===== src/rtl/spiw_pkg.sv =====
package spiw_pkg;
   localparam int WORD_W  = 8;
   localparam int EDGE_N  = 2 * WORD_W;
   localparam int EDGE_W  = $clog2(EDGE_N);

   typedef enum logic [1:0] {
      ENG_IDLE  = 2'd0,
      ENG_SHIFT = 2'd1,
      ENG_FIN   = 2'd2,
      ENG_GAP   = 2'd3
   } eng_state_t;
endpackage


===== src/rtl/spiw_fifo.sv =====
module spiw_fifo #(
   parameter int W     = 8,
   parameter int DEPTH = 8
) (
   input  logic         clk,
   input  logic         rst_n,
   input  logic         wr,
   input  logic [W-1:0] wdata,
   input  logic         rd,
   output logic [W-1:0] rdata,
   output logic         full,
   output logic         empty
);
   localparam int AW = (DEPTH > 1) ? $clog2(DEPTH) : 1;
   localparam int CW = AW + 1;

   if (DEPTH < 2 || (DEPTH & (DEPTH - 1)) != 0) begin : g_bad_depth
      $error("spiw_fifo: DEPTH must be a power of two, at least 2");
   end

   logic [W-1:0]  mem [DEPTH];
   logic [AW-1:0] wptr, rptr;
   logic [CW-1:0] cnt;
   logic          wr_ok, rd_ok;

   assign full  = (cnt == CW'(DEPTH));
   assign empty = (cnt == '0);
   assign wr_ok = wr && !full;
   assign rd_ok = rd && !empty;
   assign rdata = mem[rptr];

   always_ff @(posedge clk or negedge rst_n) begin
      if (!rst_n) begin
         wptr <= '0;
         rptr <= '0;
         cnt  <= '0;
      end else begin
         if (wr_ok) wptr <= wptr + 1'b1;
         if (rd_ok) rptr <= rptr + 1'b1;
         case ({wr_ok, rd_ok})
            2'b10:   cnt <= cnt + 1'b1;
            2'b01:   cnt <= cnt - 1'b1;
            default: cnt <= cnt;
         endcase
      end
   end

   always_ff @(posedge clk) begin
      if (wr_ok) mem[wptr] <= wdata;
   end
endmodule


===== src/rtl/spiw_baud.sv =====
module spiw_baud #(
   parameter int BAUD_W = 3
) (
   input  logic              clk,
   input  logic              rst_n,
   input  logic              run,
   input  logic [BAUD_W-1:0] field,
   output logic              tick
);
   localparam int CNT_W = (1 << BAUD_W);

   if (BAUD_W < 1 || BAUD_W > 4) begin : g_bad_baud
      $error("spiw_baud: BAUD_W must be 1..4");
   end

   logic [BAUD_W-1:0] eff;
   logic [CNT_W-1:0]  limit;
   logic [CNT_W-1:0]  cnt;

   assign eff   = (field == '0) ? BAUD_W'(1) : field;
   assign limit = (CNT_W'(1) << eff) - CNT_W'(1);
   assign tick  = run && (cnt == limit);

   always_ff @(posedge clk or negedge rst_n) begin
      if (!rst_n)              cnt <= '0;
      else if (!run || tick)   cnt <= '0;
      else                     cnt <= cnt + 1'b1;
   end
endmodule


===== src/rtl/spiw_sel_decode.sv =====
module spiw_sel_decode #(
   parameter int NSS = 3
) (
   input  logic           clk,
   input  logic           rst_n,
   input  logic [NSS:0]   sel,
   output logic [NSS-1:0] ss_n
);
   if (NSS < 1 || NSS > 8) begin : g_bad_nss
      $error("spiw_sel_decode: NSS must be 1..8");
   end

   logic [NSS:0]   ones_below;
   logic [NSS-1:0] hit;

   assign ones_below[0] = 1'b1;

   for (genvar k = 0; k < NSS; k++) begin : g_slot
      assign hit[k]          = ones_below[k] & ~sel[k];
      assign ones_below[k+1] = ones_below[k] & sel[k];
   end

   always_ff @(posedge clk or negedge rst_n) begin
      if (!rst_n) ss_n <= '1;
      else        ss_n <= ~hit;
   end
endmodule


===== src/rtl/spiw_engine.sv =====
module spiw_engine
   import spiw_pkg::*;
#(
   parameter int GAP_W = 8
) (
   input  logic              clk,
   input  logic              rst_n,
   input  logic              enable,
   input  logic              cpol,
   input  logic              cpha,
   input  logic [GAP_W-1:0]  gap,
   input  logic              tx_avail,
   input  logic [WORD_W-1:0] tx_word,
   output logic              tx_pop,
   input  logic              tick,
   input  logic              miso,
   output logic              sclk,
   output logic              mosi,
   output logic              rx_push,
   output logic [WORD_W-1:0] rx_word,
   output logic              busy,
   output logic              run
);
   eng_state_t        state;
   logic [WORD_W-1:0] txsh, rxsh, rx_next;
   logic [EDGE_W-1:0] edges;
   logic [GAP_W-1:0]  gcnt;
   logic              leading, last_edge;

   assign rx_next   = {rxsh[WORD_W-2:0], miso};
   assign leading   = ~edges[0];
   assign last_edge = (edges == EDGE_W'(EDGE_N - 1));
   assign tx_pop    = enable && (state == ENG_IDLE) && tx_avail;
   assign rx_push   = enable && (state == ENG_FIN);
   assign rx_word   = rxsh;
   assign busy      = (state != ENG_IDLE);
   assign run       = enable && (state == ENG_SHIFT);

   always_ff @(posedge clk or negedge rst_n) begin
      if (!rst_n) begin
         state <= ENG_IDLE;
         sclk  <= 1'b0;
         mosi  <= 1'b0;
         txsh  <= '0;
         rxsh  <= '0;
         edges <= '0;
         gcnt  <= '0;
      end else if (!enable) begin
         state <= ENG_IDLE;
         sclk  <= cpol;
         edges <= '0;
      end else begin
         case (state)
            ENG_IDLE: begin
               sclk  <= cpol;
               edges <= '0;
               if (tx_avail) begin
                  state <= ENG_SHIFT;
                  if (!cpha) begin
                     mosi <= tx_word[WORD_W-1];
                     txsh <= tx_word << 1;
                  end else begin
                     txsh <= tx_word;
                  end
               end
            end
            ENG_SHIFT: begin
               if (tick) begin
                  sclk  <= ~sclk;
                  edges <= edges + 1'b1;
                  if (leading) begin
                     if (cpha) begin
                        mosi <= txsh[WORD_W-1];
                        txsh <= txsh << 1;
                     end else begin
                        rxsh <= rx_next;
                     end
                  end else begin
                     if (cpha) begin
                        rxsh <= rx_next;
                     end else if (!last_edge) begin
                        mosi <= txsh[WORD_W-1];
                        txsh <= txsh << 1;
                     end
                  end
                  if (last_edge) state <= ENG_FIN;
               end
            end
            ENG_FIN: begin
               gcnt <= '0;
               if (gap == '0) state <= ENG_IDLE;
               else           state <= ENG_GAP;
            end
            ENG_GAP: begin
               if (gcnt == gap - 1'b1) state <= ENG_IDLE;
               else                    gcnt  <= gcnt + 1'b1;
            end
            default: state <= ENG_IDLE;
         endcase
      end
   end
endmodule


===== src/rtl/spi_word_engine.sv =====
module spi_word_engine
   import spiw_pkg::*;
#(
   parameter int NSS      = 3,
   parameter int BAUD_W   = 3,
   parameter int GAP_W    = 8,
   parameter int TX_DEPTH = 8,
   parameter int RX_DEPTH = 8
) (
   input  logic              clk,
   input  logic              rst_n,
   input  logic              cfg_enable,
   input  logic              cfg_cpol,
   input  logic              cfg_cpha,
   input  logic [BAUD_W-1:0] cfg_baud,
   input  logic [NSS:0]      cfg_sel,
   input  logic [GAP_W-1:0]  cfg_gap,
   input  logic              tx_wr,
   input  logic [7:0]        tx_data,
   output logic              tx_full,
   input  logic              rx_rd,
   output logic [7:0]        rx_data,
   output logic              rx_empty,
   output logic              sclk,
   output logic              mosi,
   output logic [NSS-1:0]    ss_n,
   input  logic              miso,
   output logic              busy
);
   if (GAP_W < 1) begin : g_bad_gap
      $error("spi_word_engine: GAP_W must be at least 1");
   end

   logic              tx_empty, tx_pop, tick, run, rx_push;
   logic [WORD_W-1:0] tx_head, rx_word;

   spiw_fifo #(.W(WORD_W), .DEPTH(TX_DEPTH)) u_txq (
      .clk(clk), .rst_n(rst_n),
      .wr(tx_wr), .wdata(tx_data),
      .rd(tx_pop), .rdata(tx_head),
      .full(tx_full), .empty(tx_empty)
   );

   spiw_baud #(.BAUD_W(BAUD_W)) u_baud (
      .clk(clk), .rst_n(rst_n),
      .run(run), .field(cfg_baud), .tick(tick)
   );

   spiw_engine #(.GAP_W(GAP_W)) u_eng (
      .clk(clk), .rst_n(rst_n),
      .enable(cfg_enable), .cpol(cfg_cpol), .cpha(cfg_cpha), .gap(cfg_gap),
      .tx_avail(~tx_empty), .tx_word(tx_head), .tx_pop(tx_pop),
      .tick(tick), .miso(miso),
      .sclk(sclk), .mosi(mosi),
      .rx_push(rx_push), .rx_word(rx_word),
      .busy(busy), .run(run)
   );

   logic rx_full_unused;

   spiw_fifo #(.W(WORD_W), .DEPTH(RX_DEPTH)) u_rxq (
      .clk(clk), .rst_n(rst_n),
      .wr(rx_push), .wdata(rx_word),
      .rd(rx_rd), .rdata(rx_data),
      .full(rx_full_unused), .empty(rx_empty)
   );

   spiw_sel_decode #(.NSS(NSS)) u_sel (
      .clk(clk), .rst_n(rst_n),
      .sel(cfg_sel), .ss_n(ss_n)
   );
endmodule


===== config.mk =====
export PLATFORM = sky130hd
export DESIGN_NAME = spi_word_engine
export DESIGN_NICKNAME = d
export VERILOG_FILES = /design/src/rtl/spiw_pkg.sv /design/src/rtl/spiw_fifo.sv /design/src/rtl/spiw_baud.sv /design/src/rtl/spiw_sel_decode.sv /design/src/rtl/spiw_engine.sv /design/src/rtl/spi_word_engine.sv
export SDC_FILE = /design/constraint.sdc
export NUM_CORES = 1
export LEC_CHECK = 0
export BUFFER_PORTS_ARGS = -buffer_cell sky130_fd_sc_hd__buf_2
export CAP_MARGIN = 20
export CORE_UTILIZATION = 60
export CTS_CLUSTER_DIAMETER = 50
export CTS_CLUSTER_SIZE = 40
export DETAILED_ROUTE_END_ITERATION = 8
export GPL_TIMING_DRIVEN = 0
export HOLD_SLACK_MARGIN = 0.08
export PLACE_DENSITY_LB_ADDON = 0.3
export RECOVER_POWER = 50
export REMOVE_ABC_BUFFERS = 1
export SETUP_SLACK_MARGIN = 0.3
export SLEW_MARGIN = 20
export SYNTH_ARGS = -nofsm -noshare
export SYNTH_HDL_FRONTEND = slang
export SYNTH_SLANG_ARGS = --single-unit

===== constraint.sdc =====
create_clock -name clk -period 5.45 [get_ports clk]
set_clock_uncertainty 0.1 [all_clocks]
set_input_delay 0.545 -clock clk [delete_from_list [all_inputs] [get_ports clk]]
set_output_delay 0.545 -clock clk [all_outputs]
set_load 0.05 [all_outputs]

==> run summary, run 1 <==
drt pass-1 iters: 5
Worst Path Required: 5660 ps
GR Util met2: 41.4%
CP Cell Sequence: nor2_1 > inv_1 > nor3_1 > ha_1 > ha_1 > a21o_1 > a21oi_1 > xnor2_1 > nor2_1 > xor2_1
IO Port Bufs: 45
fin util: 69.3%
Total Routed Length: 15,400 µm
Multi-input gate area: 0.00296 mm²
RD Place Congestion: 0.829
Die Footprint: 0.0146 mm²
Post-synth ARST share: 33.0%
Initial Util: 61.2%
M3 GR Usage: 4.76%
register area: 0.00543 mm²
first-pass GRT wire length: 25,200 µm
Seq/Total Area, Yosys: 64.1%
clock sink count: 191
met1 Use GR: 27.9%
Core Footprint: 0.0138 mm²
post-CTS setup buffer count: 0
main flop type after synthesis: edfxtp_1
Clock Latency Late Sink: 420 ps
power per cell area: 499 mW/mm²
initial antenna violation count: 0
Synth top area share: 45.4%
fillers: 900
number of CTS-inserted buffers: 17
area delta synth->final: 13.2%
measured slew at the worst slew-check pin: 917 ps
Syn Inst Count: 565
io pins: 47
initial DRC count: 274
Setup CP Type: register to register
top area cells in the synthesized netlist: edfxtp_1, dfrtp_1, mux4_2, mux2_2, xnor2_1
final setup violation count: 0
Row Count: 43
Yosys reg bits: 191
pins over their slew limit: 0
hpwl dp: 10,300 µm
GR Util All Layers: 23.2%
CP arrival: 3320 ps
count leader, synth: edfxtp_1
crit path launch type: register
slowest CP cell: nor3_1
number of global-route vias before repair: 5,046
DR vias/cell: 5.99
WL/cell: 19.0 µm
clock-pin slew on the worst setup and hold paths: 70 ps
synth cell count leaders: edfxtp_1, dfrtp_1, nand2_1
CTS tree: done
Avg Inst Size Synth: 15.0 µm²
number of synthesized flops with an enable pin: 128
Synth Cell Area: 0.00847 mm²
CP Capture Type: register
Post-CTS Resized: 0
CP delay by family, top: simple AND/OR/NAND/NOR gates
Max FO, Critical Path: 12
Max Clock Freq: 321 MHz
Largest stage delay, worst path: 690 ps
fin crit period: 3110 ps
Residual DRC: 0
ANT cells: 0
H-tree lvl count: 4
maximum clock insertion buffer count: 2
worst vdd ir: 0.000333 V
Cell variety after synth: 58
root buffer cell: clkbuf_16
Worst Path Buf+Inv: 1
share of layout cells above drive strength 1: 26.1%
setup TNS: 0 ps
Vias: 4,842
number of synthesis warnings: 0
dominant cell type by area after synthesis: edfxtp_1
Final Cycle Share: 57.1%
Hold Buf Count CTS: 1
post-route ant nets: 0
final hold vios: 0
Leak: 3.62 nW
Die X: 121 µm
slew margin rel.: 38.5%
RSZ-0062 raised after global routing: false
busiest grt layer: met2
outcome: completed
chip height: 121 µm
nets: 666
Max-Cap Viols: 0
final global-route overflow total: 0
worst min path class: primary input to register
largest net degree at the start of global routing: 54
-- sequential cells by signal, summed over array words and instances, names as in the netlist, 8 cells and up --
register	flops
u_baud.cnt	8
u_eng.gcnt	8
u_eng.rx_word	8
u_eng.txsh	8
u_rxq.mem	64
u_txq.mem	64
-- final timing paths --
| check | startpoint | endpoint | slack (ps) | cells past startpoint |
|---|---|---|---|---|
| max | u_eng.state[0] | u_txq.cnt[3] | 2340 | 10 |
| min | cfg_sel[0] | u_sel.ss_n[0] | 120 | 1 |
| max reg2reg | u_eng.state[0] | u_txq.cnt[3] | 2340 | 10 |
| min reg2reg | u_txq.cnt[3] | u_txq.cnt[3] | 410 | 1 |
| max in group asynchronous | rst_n | u_sel.ss_n[2] | 3920 | 3 |
| min in group asynchronous | rst_n | u_txq.wptr[2] | 580 | 2 |
-- logic make-up (layout without fill, tap and decap cells) --
logic type | after synthesis | after routing | synth area share, %
AOI/OAI and AO/OA | 60 | 60 | 4.91
xor gates and xnor gates | 37 | 37 | 3.83
adders and majority gates | 18 | 18 | 2.84
buffers and inverters | 37 | 100 | 1.77
DFF | 191 | 191 | 64.1
muxes | 71 | 71 | 13.6
other | 1 | 1 | 0.0443
and+or+nand+nor | 150 | 150 | 8.98
-- metrics by stage --
step | hold WS [ps] | setup WS [ps] | cell area, µm² | power (W) | std cells
finish | 123 | 2340 | 9590 | 0.00479 | 808
detailed placement | 300 | 2040 | 8950 | 0.00348 | 777
floorplan | 149 | 1730 | 8390 | 0.00309 | 548
global placement | 390 | 1670 | 8840 | 0.00338 | 773
CTS | 116 | 2090 | 9600 | 0.00483 | 808
global route | 113 | 2110 | 9590 | 0.00502 | 808
-- metal layers --
layer / share of wire [%] / vias up
met3: 2.9 / 24
met4: 1.9 / 0
li1: - / 2242
met2: 54 / 97
met1: 42 / 2479
met5: 0 / -
-- final cells by class --
type | instances | share of cell area, %
Timing Repair Buffer | 50 | 2.82
Clock inverter | 12 | 2.15
Tap cell | 180 | 2.35
Sequential cell | 191 | 56.6
Inverter | 20 | 0.783
Clock buffer | 18 | 4.48
Multi-Input combinational cell | 337 | 30.8
-- report_power, final --
part	switching (W)	internal, W
Combinational	0.000743	0.000621
Clock	0.000522	0.000816
Sequential	0.000317	0.00177
Total	0.00158	0.00320
-- cells in the final DEF (no fill, tap or decap), types with 6 or more instances in the layout --
cell type,netlist,layout
mux2i_1,8,8
clkbuf_16,0,17
clkbuf_1,9,11
xnor2_1,23,23
nand2_1,42,42
mux4_2,32,32
nor3_1,15,9
edfxtp_1,128,128
dfrtp_1,60,58
nand2b_1,6,6
inv_1,18,18
o21ai_0,13,13
nor2_1,34,34
xor2_1,14,14
buf_2,3,36
a21oi_1,13,13
nor3_2,0,6
and3_1,10,10
mux2_2,31,31
nand3_1,11,11
ha_1,16,16
Power figures use the tool's default switching activity.
==> inputs of run 2 (changes only) <==
--- a/config.mk
+++ b/config.mk
@@ -7,7 +7,7 @@
 export LEC_CHECK = 0
 export BUFFER_PORTS_ARGS = -buffer_cell sky130_fd_sc_hd__buf_2
 export CAP_MARGIN = 20
-export CORE_UTILIZATION = 60
+export CORE_UTILIZATION = 55
 export CTS_CLUSTER_DIAMETER = 50
 export CTS_CLUSTER_SIZE = 40
 export DETAILED_ROUTE_END_ITERATION = 8
==> constraint.sdc (replaced) <==
create_clock -name clk -period 2.7 [get_ports clk]
set_clock_uncertainty 0.1 [all_clocks]
set_input_delay 0.27 -clock clk [delete_from_list [all_inputs] [get_ports clk]]
set_output_delay 0.27 -clock clk [all_outputs]
set_load 0.05 [all_outputs]
==> run summary, run 2 (synthesized netlist as in run 1, its figures left out) <==
Worst R2R Setup Slack: 240 ps
post-route ant nets: 0
chip height: 126 µm
Core Footprint: 0.0148 mm²
launch point of the worst reg-to-reg path: u_txq.cnt[1]
worst vdd ir: 0.000738 V
Setup CP Type: register to register
biggest regs: u_rxq.mem (64), u_txq.mem (64)
H-tree lvl count: 4
Initial Util: 57.4%
outcome: completed
Worst Path Required: 2910 ps
Residual DRC: 0
clock sink count: 191
share of layout cells above drive strength 1: 33.0%
final global-route overflow total: 0
initial DRC count: 388
largest net degree at the start of global routing: 43
IO Port Bufs: 45
RSZ-0062 raised after global routing: true
critical hold path startpoint: rx_rd
first-pass GRT wire length: 25,700 µm
WL/cell: 18.8 µm
CP delay by family, top: simple AND/OR/NAND/NOR gates
CP arrival: 2680 ps
Die Footprint: 0.0159 mm²
slew margin rel.: 14.3%
worst flop-to-flop path endpoint: u_txq.cnt[3]
cells on worst reg2reg path: 11
CP Cell Sequence: nor3_1 > nand2_1 > and2_0 > inv_4 > ha_2 > ha_1 > a21o_1 > a21oi_2 > xnor2_1 > nor2_1 > xor2_1
Worst Path Buf+Inv: 1
Worst Hold Path EP: u_rxq.rptr[0]
DR vias/cell: 5.87
Die X: 126 µm
fin crit period: 2460 ps
Clock Latency Late Sink: 430 ps
Layout Cells excl Fill: 854
crit path launch type: register
Row Count: 44
drt pass-1 iters: 6
Largest stage delay, worst path: 450 ps
root buffer cell: clkbuf_16
Placed Instances: 783
power per cell area: 989 mW/mm²
GR Util All Layers: 21.5%
Vias: 5,012
CTS tree: done
number of global-route vias before repair: 5,223
pre-CTS setup slack: -454 ps
clock-pin slew on the worst setup and hold paths: 70 ps
ANT cells: 0
Leak: 3.85 nW
io pins: 47
Final Cycle Share: 91.3%
measured slew at the worst slew-check pin: 1290 ps
hold path depth: 4
Total Routed Length: 16,000 µm
initial antenna violation count: 0
CP Capture Type: register
commonest non-fill, non-tap cell in the layout: edfxtp_1
RD Place Congestion: 0.862
Final WS setup: 235 ps
maximum clock insertion buffer count: 2
slowest CP cell: dfrtp_2
Max FO, Critical Path: 7
final setup violation count: 0
worst min path class: primary input to register
area delta synth->final: 20.1%
pins over their slew limit: 0
Max Clock Freq: 406 MHz
Max-Cap Viols: 0
hpwl dp: 10,200 µm
Hold WS: 120 ps
fin util: 69.0%
number of CTS-inserted buffers: 17
nets: 706
most frequent cells in the layout: edfxtp_1, dfrtp_1, nand2_1
final hold vios: 0
==> run 2: cell count changes in the layout (fill, tap and decap cells not counted), moves of 4 or more <==
cell           before  now
buf_12              0    4
buf_2              36   26
buf_4               2   25
buf_6               0    4
bufinv_16           5    1
clkinv_4            0    4
dfrtp_1            58   47
dfrtp_2             2   10
dlygate4sd3_1       1   15
nor2_1             34   30
==> run 2: worst min-delay path, delay by kind of cell <==
kind | cells | cell delay (ps)
buf+inv | 2 | 220
xor+xnor | 1 | 60
simple gates | 1 | 70
==> run 2: repair_timing <==
action / in CTS / in global routing
pin swaps: 6 / 4
hold buffers: 15 / 0
resized for setup: 33 / 48
buffers inserted: 20 / 3
endpoints found under the hold margin: 130 / 0
gates cloned: 0 / 1
endpoints found under the setup margin: 109 / 71
==> run 2: cell type report <==
cell class              instances  area [µm²]
clock inverters                13         148
fillers                       972        4580
clock buffers                  19         433
multi-input cells             337        3130
well taps                     184         230
repair buffers                 90         708
flip-flops and latches        191        5450
inverters                      20        77.6
==> run 2: worst max-delay path by stage <==
stage | start | end | slack [ps] | cells past startpoint
floorplan | u_rxq.cnt[1] | u_rxq.cnt[3] | -1020 | 10
global placement | cfg_baud[1] | u_eng.sclk | -870 | 8
detailed placement | u_eng.state[0] | u_txq.cnt[3] | -450 | 10
CTS | u_eng.state[0] | u_txq.cnt[3] | 180 | 10
global route | u_txq.cnt[1] | u_txq.cnt[3] | 50 | 11
finish | u_txq.cnt[1] | u_txq.cnt[3] | 240 | 11
==> run 2: metrics by stage <==
step           cell area [µm²]  TNS (ps)  power [W]
6_report                 10200         0     0.0101
5_1_grt                  10200         0     0.0105
4_1_cts                  10000         0    0.00985
3_5_place_dp              8970    -16740    0.00704
3_3_place_gp              8850    -42850    0.00684
2_1_floorplan             8390     -3290    0.00623
==> run 2: where the power goes <==
part           total (W)  switching (W)  internal (W)
combinational    0.00347        0.00179       0.00168
clock            0.00244        0.00113       0.00131
sequential       0.00416       0.000564       0.00359
==> run 2: per-layer routing <==
layer	track usage, %	share of wire (%)	vias to the layer above
li1	-	-	2336
met1	26.2	42	2558
met2	38.0	53	104
met3	4.50	3.2	14
met4	7.30	1.1	0
met5	0	0	-
